$ cat src/rtl/bus_rtc.sv
module bus_rtc #(
  parameter int ADDR_W        = 8,
  parameter int SEC_W         = 32,
  parameter int TICKS_PER_SEC = 32768,
  parameter int MS_PER_SEC    = 1000,
  parameter int COPY_PERIOD   = 8
) (
  input  logic              clk,
  input  logic              rst_n,
  input  logic              slow_tick,
  input  logic [ADDR_W-1:0] addr,
  input  logic              wr_en,
  input  logic              rd_en,
  input  logic [31:0]       wdata,
  output logic [31:0]       rdata,
  output logic              irq
);
  localparam int MS_W  = $clog2(MS_PER_SEC);
  localparam int ACC_W = $clog2(TICKS_PER_SEC) + 1;
  localparam int PH_W  = $clog2(COPY_PERIOD);
  localparam logic [ADDR_W-1:0] OFS_BUSY = ADDR_W'('h04);
  localparam logic [ADDR_W-1:0] OFS_SEC  = ADDR_W'('h08);
  localparam logic [ADDR_W-1:0] OFS_SHD  = ADDR_W'('h0C);
  localparam logic [ADDR_W-1:0] OFS_MS   = ADDR_W'('h10);
  localparam logic [ADDR_W-1:0] OFS_AL0  = ADDR_W'('h14);
  localparam logic [ADDR_W-1:0] OFS_AL1  = ADDR_W'('h18);
  localparam logic [ADDR_W-1:0] OFS_MSAL = ADDR_W'('h1C);
  localparam logic [ADDR_W-1:0] OFS_MSK  = ADDR_W'('h28);
  localparam logic [ADDR_W-1:0] OFS_STS  = ADDR_W'('h2C);

  logic [ACC_W-1:0] acc, acc_sum;
  logic [MS_W-1:0]  ms_cnt, ms_nxt, bus_ms, msalm;
  logic [SEC_W-1:0] sec_cnt, sec_nxt, sec_inc, bus_sec, shadow, alm0, alm1;
  logic [PH_W-1:0]  phase;
  logic [4:0]       msk, sts, sts_clr;
  logic             err, busy, copy, ms_step, ms_wrap, sec_wr, sec_wr_ok, alarm_hit;

  assign acc_sum   = acc + ACC_W'(MS_PER_SEC);
  assign ms_step   = slow_tick && (acc_sum >= ACC_W'(TICKS_PER_SEC));
  assign ms_wrap   = ms_step && (ms_cnt == MS_W'(MS_PER_SEC - 1));
  assign ms_nxt    = ms_wrap ? '0 : (ms_step ? ms_cnt + 1'b1 : ms_cnt);
  assign busy      = (phase == PH_W'(COPY_PERIOD - 1));
  assign copy      = slow_tick && busy;
  assign sec_wr    = wr_en && (addr == OFS_SEC);
  assign sec_wr_ok = sec_wr && !busy;
  assign sec_inc   = sec_cnt + 1'b1;
  assign sec_nxt   = sec_wr_ok ? wdata[SEC_W-1:0] : (ms_wrap ? sec_inc : sec_cnt);
  assign alarm_hit = ms_wrap && !sec_wr_ok && (alm0 != '0) && (sec_inc == alm0);
  assign sts_clr   = (wr_en && addr == OFS_STS) ? wdata[4:0] : 5'd0;
  assign irq       = |(sts & msk);

  always_ff @(posedge clk) begin
    if (!rst_n) begin
      acc <= '0; ms_cnt <= '0; sec_cnt <= '0; phase <= '0;
      bus_sec <= '0; bus_ms <= '0; shadow <= '0;
      alm0 <= '0; alm1 <= '0; msalm <= '0;
      msk <= '0; sts <= '0; err <= 1'b0;
    end else begin
      if (slow_tick) begin
        acc   <= ms_step ? acc_sum - ACC_W'(TICKS_PER_SEC) : acc_sum;
        phase <= phase + 1'b1;
      end
      ms_cnt  <= ms_nxt;
      sec_cnt <= sec_nxt;
      if (sec_wr_ok)   bus_sec <= wdata[SEC_W-1:0];
      else if (copy)   bus_sec <= sec_nxt;
      if (copy)        bus_ms  <= ms_nxt;
      if (rd_en && addr == OFS_MS) shadow <= bus_sec;
      if (sec_wr && busy) err <= 1'b1;
      else if (wr_en && addr == OFS_BUSY && wdata[1]) err <= 1'b0;
      if (wr_en && addr == OFS_AL0)  alm0  <= wdata[SEC_W-1:0];
      if (wr_en && addr == OFS_AL1)  alm1  <= wdata[SEC_W-1:0];
      if (wr_en && addr == OFS_MSAL) msalm <= wdata[MS_W-1:0];
      if (wr_en && addr == OFS_MSK)  msk   <= wdata[4:0];
      sts <= (sts & ~sts_clr) | {4'd0, alarm_hit};
    end
  end

  always_comb begin
    case (addr)
      OFS_BUSY: rdata = {30'd0, err, busy};
      OFS_SEC:  rdata = 32'(bus_sec);
      OFS_SHD:  rdata = 32'(shadow);
      OFS_MS:   rdata = 32'(bus_ms);
      OFS_AL0:  rdata = 32'(alm0);
      OFS_AL1:  rdata = 32'(alm1);
      OFS_MSAL: rdata = 32'(msalm);
      OFS_MSK:  rdata = {27'd0, msk};
      OFS_STS:  rdata = {27'd0, sts};
      default:  rdata = 32'd0;
    endcase
  end
endmodule


$ cat config.mk
export PLATFORM = sky130hd
export DESIGN_NAME = bus_rtc
export DESIGN_NICKNAME = d
export VERILOG_FILES = /design/src/rtl/bus_rtc.sv
export SDC_FILE = /design/constraint.sdc
export NUM_CORES = 1
export LEC_CHECK = 0
export ABC_AREA = 1
export BUFFER_PORTS_ARGS = -buffer_cell sky130_fd_sc_hd__buf_2
export CORE_MARGIN = 3
export CORE_UTILIZATION = 61
export CTS_CLUSTER_SIZE = 25
export DETAILED_ROUTE_END_ITERATION = 16
export GPL_TIMING_DRIVEN = 0
export PLACE_DENSITY = 0.86
export SYNTH_ARGS = -nofsm -noshare
export SYNTH_HDL_FRONTEND = slang
export SYNTH_SLANG_ARGS = --single-unit
$ cat constraint.sdc
create_clock -name clk -period 2.4 [get_ports clk]
set_clock_uncertainty 0.05 [all_clocks]
set_input_delay 0.12 -clock clk [delete_from_list [all_inputs] [get_ports clk]]
set_output_delay 0.12 -clock clk [all_outputs]
set_load 0.1 [all_outputs]
==> flow_summary.toml, run 1 <==
[sta]
worst_slack_ns = -0.0532
rsz0062_at_grt = "yes"
drv_slew = 0
worstMarginPinSlew_ns = 1.05
setup_tns_ns = -0.0615
fin_crit_sh_pct = 102
period_minus_slack_ns = 2.45
setup_viol = 3
fmax_mhz = 408
slew_headroom_pct = 30.3
hold_violations = 0

[synthesis]
synth_top_area_share_pct = 39.0
syn-num-nets = 1733
syn_area_per_cell_um2 = 6.62
synth_top_flop_cell = "dfxtp_1"
yosysUniqueCellTypes = 39
yosys-top-cells-area = "dfxtp_1 39%, nand2_1 11%, o21ai_0 9.2%"
yosys_warnings = 0
synth_cells = 1683
yosysSeqAreaShare_pct = 39.0
synth_area_um2 = 11100
synth_largest_area_cell = "dfxtp_1"
yosysMostFrequentCell = "nand2_1"
async_reset_ff_share_pct = 0
synth_seq_cells = 217
synth_edf_count = 0
synth_top_cells_by_count = "321 x nand2_1, 232 x nor2_1, 219 x inv_1, 217 x dfxtp_1, 205 x o21ai_0"

[floorplanning]
coreArea_um2 = 17600
fp.dieW_um = 141
ioPinCount = 78
rows = 48
start_util_pct = 63.3
die_h_um = 141
die_area_um2 = 19900

[layout]
final_net_count = 1880
drive_gt1_share_pct = 12.7
fillers = 1384
synthToLayoutAreaGrowth_pct = 20.6
antenna_cells = 0

[global_routing]
grt_pass1_wl_um = 65700
busiest_layer = "met2"
grt_max_degree = 15
grt_util_met1_pct = 58.4
antenna_found_initial = 0
grtUsageMet3_pct = 10.4
overflow = 0
track_usage_pct = 42.4
grt_pass1_vias = 11765
met2_usage_pct = 63.9

[critical_path]
arrival_ns = 2.28
crit_required_ns = 2.23
r2r_slack_ns = 0.07
worst-path-max-fanout = 10
cp-start-kind = "input pin"
reg2reg_depth = 9
cp-end-kind = "primary output"
path_class = "in -> out"

[route]
drtIter0Drc = 1964
routed_wl_um = 43800
first_pass_iters = 7
drt-vias-per-instance = 6.19
vias = 12825
wl_per_cell_um = 21.2
drc = 0
postRouteAntennaNets = 0

[power_and_ir_drop]
power_leakage_nw = 5.60
p_per_area_nw_per_um2 = 598
vdd_ir_drop_max_mv = 0.697

[placement]
pre_cts_slack_ns = -0.509
place.detailed.hpwl_um = 30100
routabilityCongestion = 1.07
io_buffers = 76

[clock_network]
cts-root-buf = "clkbuf_16"
cts_made_buffers = 24
htree_levels = 1
clk_latency_ns = 0.54
cts_tree = "done"
clkSinkCount = 217
cts.path.max_buffers = 3
path_clk_slew_ns = 0.06

[min_path]
min_path_cells = 5
min_path_type = "in -> reg"

[run_status]
violations = "setup timing"
status = "finished, violations left"

[flow_run]
drv_cap = 0
## worst paths after layout
| path | start | to |
|---|---|---|
| setup / recovery | addr[3] | rdata[5] |
| hold / removal | addr[3] | err |
| setup reg to reg | phase[0] | bus_sec[23] |
| hold reg to reg | alm1[10] | alm1[10] |
## per-layer routing
| layer | vias to the layer above | share of wire [%] | wire length, um |
|---|---|---|---|
| met3 | 192 | 14 | 6220 |
| met5 | - | 0 | 0 |
| met2 | 972 | 42 | 18200 |
| met4 | 0 | 5.5 | 2420 |
| li1 | 5809 | - | - |
| met1 | 5852 | 39 | 17000 |
## worst max-delay path, cell delays in order
cell	delay, ns
buf_2	0.12
inv_2	0.07
nor2_1	0.05
nand2_2	0.11
nor2_4	0.08
inv_2	0.06
clkbuf_1	0.77
o22ai_1	0.18
a21oi_1	0.22
o2111ai_1	0.20
buf_4	0.29
## flip-flops by register name, summed over array words and instances, names as in the netlist
signal   cells
msalm       10
sec_cnt     32
sts          5
msk          5
bus_sec     32
alm0        32
ms_cnt      10
err          1
bus_ms      10
phase        3
acc         13
alm1        32
shadow      32
## through the flow
stage / total power, mW / hold slack (ns) / instances / instance area, um2 / util [%]
after floorplan: 3.93 / 0.234 / 1683 / 11300 / -
after global placement: 4.09 / 0.372 / 1984 / 11900 / 67.7
after detailed placement: 4.10 / 0.378 / 1984 / 11900 / 67.7
after CTS: 7.94 / 0.0341 / 2064 / 13200 / 74.9
after global routing: 8.14 / 0.0973 / 2072 / 13400 / 76.3
final: 8.02 / 0.0498 / 2072 / 13400 / 76.3
## placed cells by master (no fill, tap or decap), types with 6 or more instances in the layout
master,netlist,routed
a21oi_1,123,123
a221oi_1,24,24
a31oi_1,7,7
and2_1,8,8
buf_2,6,60
buf_4,2,17
clkbuf_1,69,54
clkbuf_16,0,25
clkbuf_2,0,13
clkbuf_4,0,20
dfxtp_1,217,208
dfxtp_2,0,8
dlygate4sd3_1,0,35
inv_1,219,216
nand2_1,321,315
nand2_2,3,9
nand3_1,106,103
nand4_1,10,10
nor2_1,232,222
nor2_2,5,6
nor2_4,4,13
nor3_1,11,9
o2111ai_1,16,12
o211ai_1,20,20
o21ai_0,205,183
o21ai_1,5,17
o21ai_2,0,10
o21bai_1,22,22
## report_power, final
group / internal, mW / switching, mW / total, mW
logic: 0.151 / 0.284 / 0.435
clock network: 2.33 / 1.60 / 3.92
registers: 3.64 / 0.0298 / 3.67
## cell families after synthesis
logic type | after synthesis | share of synthesized area, %
AO/OA/AOI/OAI | 430 | 21.8
flip-flops | 217 | 39.0
buffers and inverters | 305 | 10.4
XOR/XNOR | 9 | 0.708
AND/OR/NAND/NOR | 717 | 27.5
adder cells (fa/ha/maj) | 5 | 0.562
## layout make-up
cell class	instances	area [um2]	share of cell area, %
multi-input cells	1161	5850	43.6
flip-flops and latches	217	4360	32.5
repair buffers	121	871	6.49
inverters	226	852	6.35
clock buffers	32	682	5.08
plain buffers	79	393	2.93
well taps	225	282	2.10
clock inverters	11	141	1.05
## repair_timing
item                                   CTS  global route
setup buffers                            2             8
hold buffers                            35             0
resized for setup                       33            78
endpoints found under the hold margin  127             0
pin swaps                                1            11
setup endpoints to repair               98            96
No activity file was read; power rests on OpenSTA's default activity.
==> run 2: changes to the inputs <==
==> constraint.sdc (replaced) <==
create_clock -name clk -period 2.4 [get_ports clk]
set_clock_uncertainty 0.05 [all_clocks]
set_input_delay 0.24 -clock clk [delete_from_list [all_inputs] [get_ports clk]]
set_output_delay 0.24 -clock clk [all_outputs]
set_load 0.1 [all_outputs]
==> run 2 against run 1 <==
The run still ends with setup timing left. Critical path depth decreased by 2. Non-clock buffer count down 15. Total power is 2.5% lower. Largest power group unchanged. Critical path type unchanged. Die area is the same.
==> flow_summary.toml, run 2 (same netlist as run 1, synthesis figures left out) <==
[power_and_ir_drop]
power_leakage_nw = 5.56
sw_frac_of_total_pct = 23.8
p_int_mw = 5.96
comb_power_share_pct = 5.3
p_per_area_nw_per_um2 = 588
p_clk_share_pct = 47.8
power_frac_seq_pct = 46.9
p_sw_mw = 1.87
vdd_ir_drop_max_mv = 0.781

[clock_network]
cts-root-buf = "clkbuf_16"
cts_tree = "done"
clkSinkCount = 217
clk_latency_ns = 0.54
cts.path.max_buffers = 3
htree_levels = 1
path_clk_slew_ns = 0.06
cts_made_buffers = 23

[placement]
io_buffers = 76
routabilityCongestion = 1.10
placed_area_um2 = 11900
place.detailed.hpwl_um = 29800

[sta]
slew_headroom_pct = 30.0
setup_viol = 1
fmax_mhz = 410
rsz0062_at_grt = "yes"
worstMarginPinSlew_ns = 1.05
setup_tns_ns = -0.0374
worst_slack_ns = -0.0374
period_minus_slack_ns = 2.44
hold_violations = 0
drv_slew = 0
fin_hold_ws_ns = 0.00607
fin_crit_sh_pct = 102

[flow_run]
drv_cap = 0

[floorplanning]
rows = 48
fp.dieW_um = 141
ioPinCount = 78
die_h_um = 141
die_area_um2 = 19900
start_util_pct = 63.3
coreArea_um2 = 17600

[route]
drtIter0Drc = 1894
drc = 0
routed_wl_um = 43300
vias = 12751
drt-vias-per-instance = 6.20
first_pass_iters = 7
wl_per_cell_um = 21.1
postRouteAntennaNets = 0

[min_path]
hold_end = "msalm[1]"
min_path_cells = 3
min_path_type = "in -> reg"
min_from = "wdata[1]"

[critical_path]
crit_path_cell_trace = "buf_2 -> nor2_4 -> nand2_1 -> nor2_2 -> inv_1 -> o21ai_0 -> a221oi_1 -> o221ai_2 -> clkbuf_4"
cpMaxStageDelayCell = "o21ai_0"
cp-end-kind = "primary output"
slowest_delay_ns = 0.40
arrival_ns = 2.15
path_buf_inv = 3
r2r_start = "acc[3]"
r2r_end = "sec_cnt[17]"
crit_required_ns = 2.11
r2r_slack_ns = 0.08
cp-start-kind = "input pin"
worst-path-max-fanout = 6
path_class = "in -> out"
crit_family = "buffers and inverters"
reg2reg_depth = 13

[global_routing]
overflow = 0
grt_pass1_vias = 11641
grt_max_degree = 14
antenna_found_initial = 1
grt_pass1_wl_um = 64500
track_usage_pct = 41.9

[layout]
final_area_um2 = 13300
antenna_cells = 0
synthToLayoutAreaGrowth_pct = 19.5
final_cell_mix = "318 x nand2_1, 225 x nor2_1, 217 x inv_1"
final_net_count = 1864
layout.cells.most_common = "nand2_1"
drive_gt1_share_pct = 12.5

[run_status]
status = "finished, violations left"
violations = "setup timing"
[run 2: cell types whose count changed in the layout (fill, tap and decap cells not counted), moves of 4 or more]
cell	before	now
dlygate4sd3_1	35	20
o21ai_1	17	23
o2111ai_1	12	3
o21ai_0	183	187
o2111ai_2	4	13
o21ai_2	10	0
clkbuf_4	20	13
buf_2	60	50
buf_6	0	12
buf_4	17	28
clkbuf_1	54	50
[run 2: how the worst max path moves through the flow]
stage	from	end	cells after the start
2_1_floorplan	addr[1]	rdata[11]	7
3_3_place_gp	addr[1]	rdata[31]	9
6_report	addr[7]	rdata[9]	9
5_1_grt	sec_cnt[0]	sts[0]	15
4_1_cts	acc[3]	bus_sec[6]	13
3_5_place_dp	addr[1]	rdata[31]	9
[run 2: worst reg2reg max path, delay by kind of cell, from the launching register on]
kind | cells | cell delay, ns
AOI/OAI and AO/OA | 2 | 0.28
adders and majority gates | 1 | 0.20
buffers and inverters | 3 | 0.58
and+or+nand+nor | 7 | 0.77
DFF | 1 | 0.35
[run 2: routing by layer]
layer | wire length (um) | vias to the layer above | GRT usage [%]
li1 | - | 5772 | -
met1 | 16900 | 5820 | 57.7
met2 | 18100 | 987 | 63.5
met3 | 6170 | 170 | 9.33
met5 | 16 | - | 0
met4 | 2140 | 2 | 17.4
[run 2: metrics by stage]
stage | power, mW | setup slack [ns] | cells | util, %
after detailed placement | 4.10 | -0.559 | 1984 | 67.9
after CTS | 7.76 | 0.0132 | 2047 | 74.5
after floorplan | 3.93 | -0.381 | 1683 | -
after global routing | 7.96 | -0.0347 | 2056 | 75.6
after global placement | 4.08 | -0.537 | 1984 | 67.9
final | 7.83 | -0.0374 | 2056 | 75.6
[run 2: power by group through the flow]
stage | combinational (mW) | clock [mW] | sequential [mW]
2_1_floorplan | 0.196 | 0 | 3.74
6_report | 0.416 | 3.74 | 3.67
4_1_cts | 0.389 | 3.71 | 3.67
3_5_place_dp | 0.354 | 0 | 3.74
5_1_grt | 0.441 | 3.85 | 3.67
3_3_place_gp | 0.342 | 0 | 3.74
[run 2: repair_timing]
item,4_1_cts,5_1_grt
gates resized for setup,65,55
hold buffers,20,0
buffers inserted,2,9
setup endpoints to repair,101,81
hold endpoints to repair,31,0
pin swaps,2,4
[run 2: cell type report]
cell class / instances / area (um2)
timing repair buffer: 107 / 801
buffer: 78 / 408
tap: 225 / 282
inverter: 226 / 852
clock inverter: 9 / 98.8
clock buffer: 33 / 683
fill: 1431 / 4290
sequential: 217 / 4350
multi-input combinational: 1161 / 5830
==> run 3: changes to the inputs <==
--- a/config.mk
+++ b/config.mk
@@ -8,11 +8,11 @@
 export ABC_AREA = 1
 export BUFFER_PORTS_ARGS = -buffer_cell sky130_fd_sc_hd__buf_2
 export CORE_MARGIN = 3
-export CORE_UTILIZATION = 61
+export CORE_UTILIZATION = 55
 export CTS_CLUSTER_SIZE = 25
 export DETAILED_ROUTE_END_ITERATION = 16
 export GPL_TIMING_DRIVEN = 0
-export PLACE_DENSITY = 0.86
+export PLACE_DENSITY = 0.83
 export SYNTH_ARGS = -nofsm -noshare
 export SYNTH_HDL_FRONTEND = slang
 export SYNTH_SLANG_ARGS = --single-unit
==> constraint.sdc (replaced) <==
create_clock -name clk -period 2 [get_ports clk]
set_clock_uncertainty 0.05 [all_clocks]
set_input_delay 0.2 -clock clk [delete_from_list [all_inputs] [get_ports clk]]
set_output_delay 0.2 -clock clk [all_outputs]
set_load 0.1 [all_outputs]
==> run 3 against run 2 <==
The flow still finishes with violations (setup timing). Largest power group unchanged. Sequential share of layout area shrank 3.6 points. Critical path type is now reg -> reg. Critical path depth grew 3. Sequential cell count is the same. Combinational power grew 39%.
==> flow_summary.toml, run 3 (same netlist as run 1, synthesis figures left out) <==
[critical_path]
path_class = "reg -> reg"
crit_family = "simple AND/OR/NAND/NOR gates"
crit_path_cell_trace = "inv_1 -> nor3_1 -> nand4_1 -> nor2_4 -> buf_6 -> buf_12 -> buf_4 -> nor2_1 -> o21ai_1 -> o21ai_1 -> o21bai_1 -> inv_1"
r2r_slack_ns = -0.23
cpMaxStageDelayCell = "dfxtp_1"
crit_required_ns = 2.38
worst-path-max-fanout = 6
slowest_delay_ns = 0.38
path_buf_inv = 5
arrival_ns = 2.61
cp-end-kind = "flip-flop"
cp-start-kind = "flip-flop"

[flow_run]
drv_cap = 0

[floorplanning]
start_util_pct = 56.7
ioPinCount = 78
fp.dieW_um = 148
rows = 51
coreArea_um2 = 19700
die_area_um2 = 22000
die_h_um = 148

[route]
postRouteAntennaNets = 0
routed_wl_um = 48200
vias = 13378
drtIter0Drc = 1997
first_pass_iters = 7
drc = 0
wl_per_cell_um = 22.5
drt-vias-per-instance = 6.24

[global_routing]
met2_usage_pct = 60.9
grt_max_degree = 14
antenna_found_initial = 0
grtUsageMet3_pct = 10.5
grt_pass1_vias = 12281
track_usage_pct = 40.8
grt_util_met1_pct = 53.4
grt_pass1_wl_um = 69500
overflow = 0
busiest_layer = "met2"

[power_and_ir_drop]
power_leakage_nw = 6.10
p_per_area_nw_per_um2 = 624
power_mw = 9.42
vdd_ir_drop_max_mv = 0.645

[layout]
synthToLayoutAreaGrowth_pct = 35.5
antenna_cells = 0
final_net_count = 1913
fillers = 1411
drive_gt1_share_pct = 22.4
final_cell_mix = "295 x nand2_1, 206 x nor2_1, 203 x inv_1"
fin_util_pct = 76.8
layout.cells.most_common = "nand2_1"

[placement]
routabilityCongestion = 1.03
place.detailed.hpwl_um = 32200
io_buffers = 76

[min_path]
min_path_type = "in -> reg"

[sta]
slew_headroom_pct = 37.3
fmax_mhz = 449
worstMarginPinSlew_ns = 0.941
hold_violations = 0
setup_viol = 73
worst_slack_ns = -0.228
drv_slew = 0
fin_hold_ws_ns = 0.0115
period_minus_slack_ns = 2.23
fin_crit_sh_pct = 111
rsz0062_at_grt = "yes"

[clock_network]
clk_latency_ns = 0.54
clkSinkCount = 217
cts-root-buf = "clkbuf_16"
cts_made_buffers = 24
cts_tree = "done"
htree_levels = 1
path_clk_slew_ns = 0.07
cts.path.max_buffers = 3

[run_status]
status = "finished, violations left"
violations = "setup timing"
[run 3: cell types whose count changed in the layout (fill, tap and decap cells not counted), moves of 18 or more]
cell / delta
o21ai_0: -28
nand2_1: -23
buf_12: +20
nand2_2: +19
nor2_1: -19
buf_4: +18
[run 3: path summary, 6_finish.rpt]
check	startpoint	end	cells after the start
hold / removal	wdata[29]	alm1[29]	3
hold reg to reg	alm1[27]	alm1[27]	2
setup / recovery	ms_cnt[5]	bus_sec[0]	12
setup reg to reg	ms_cnt[5]	bus_sec[0]	12
[run 3: cell type report]
type	instances	area (um2)	area share, %
Clock inverter	9	47.5	0.315
Clock buffer	34	729	4.83
Timing Repair inverter	1	7.51	0.0498
Tap cell	265	332	2.20
Buffer	77	515	3.42
Sequential cell	217	4390	29.1
Inverter	226	876	5.81
Timing Repair Buffer	155	1500	9.92
Multi-Input combinational cell	1161	6700	44.4
[run 3: what timing repair did]
item | CTS | global route
cloned | 4 | 1
hold endpoints to repair | 46 | 0
resized for setup | 276 | 144
setup endpoints to repair | 109 | 141
pin swaps | 42 | 36
buffers inserted | 34 | 18
hold buffers | 24 | 0
[run 3: per-stage QoR]
step / TNS [ns] / cell area (um2) / instances / setup slack, ns
final: -8.13 / 15100 / 2145 / -0.228
after floorplan: -1.70 / 11500 / 1683 / -0.674
after global routing: -14.49 / 15100 / 2145 / -0.354
after CTS: -2.99 / 14400 / 2127 / -0.158
after detailed placement: -62.69 / 12200 / 2024 / -0.823
after global placement: -57.33 / 12200 / 2024 / -0.812
[run 3: power breakdown]
part	total (mW)	leakage, nW	internal, mW	switching (mW)
Sequential	4.40	1.76	4.36	0.0440
Combinational	0.578	3.94	0.201	0.377
Clock	4.44	0.392	2.53	1.91
Total	9.42	6.10	7.09	2.33
[run 3: tightest hold or removal path: cells and delay by family]
kind            cells  cell delay, ns
compound gates      2            0.21
buf+inv             1            0.13
[run 3: metal layers]
metal  vias to the layer above  wire, um  share of wire (%)
met2                      1138     20300                 42
met4                         0      3950                8.2
met1                      6018     16900                 35
li1                       5888         -                  -
met3                       334      7070                 15
met5                         -         0                  0
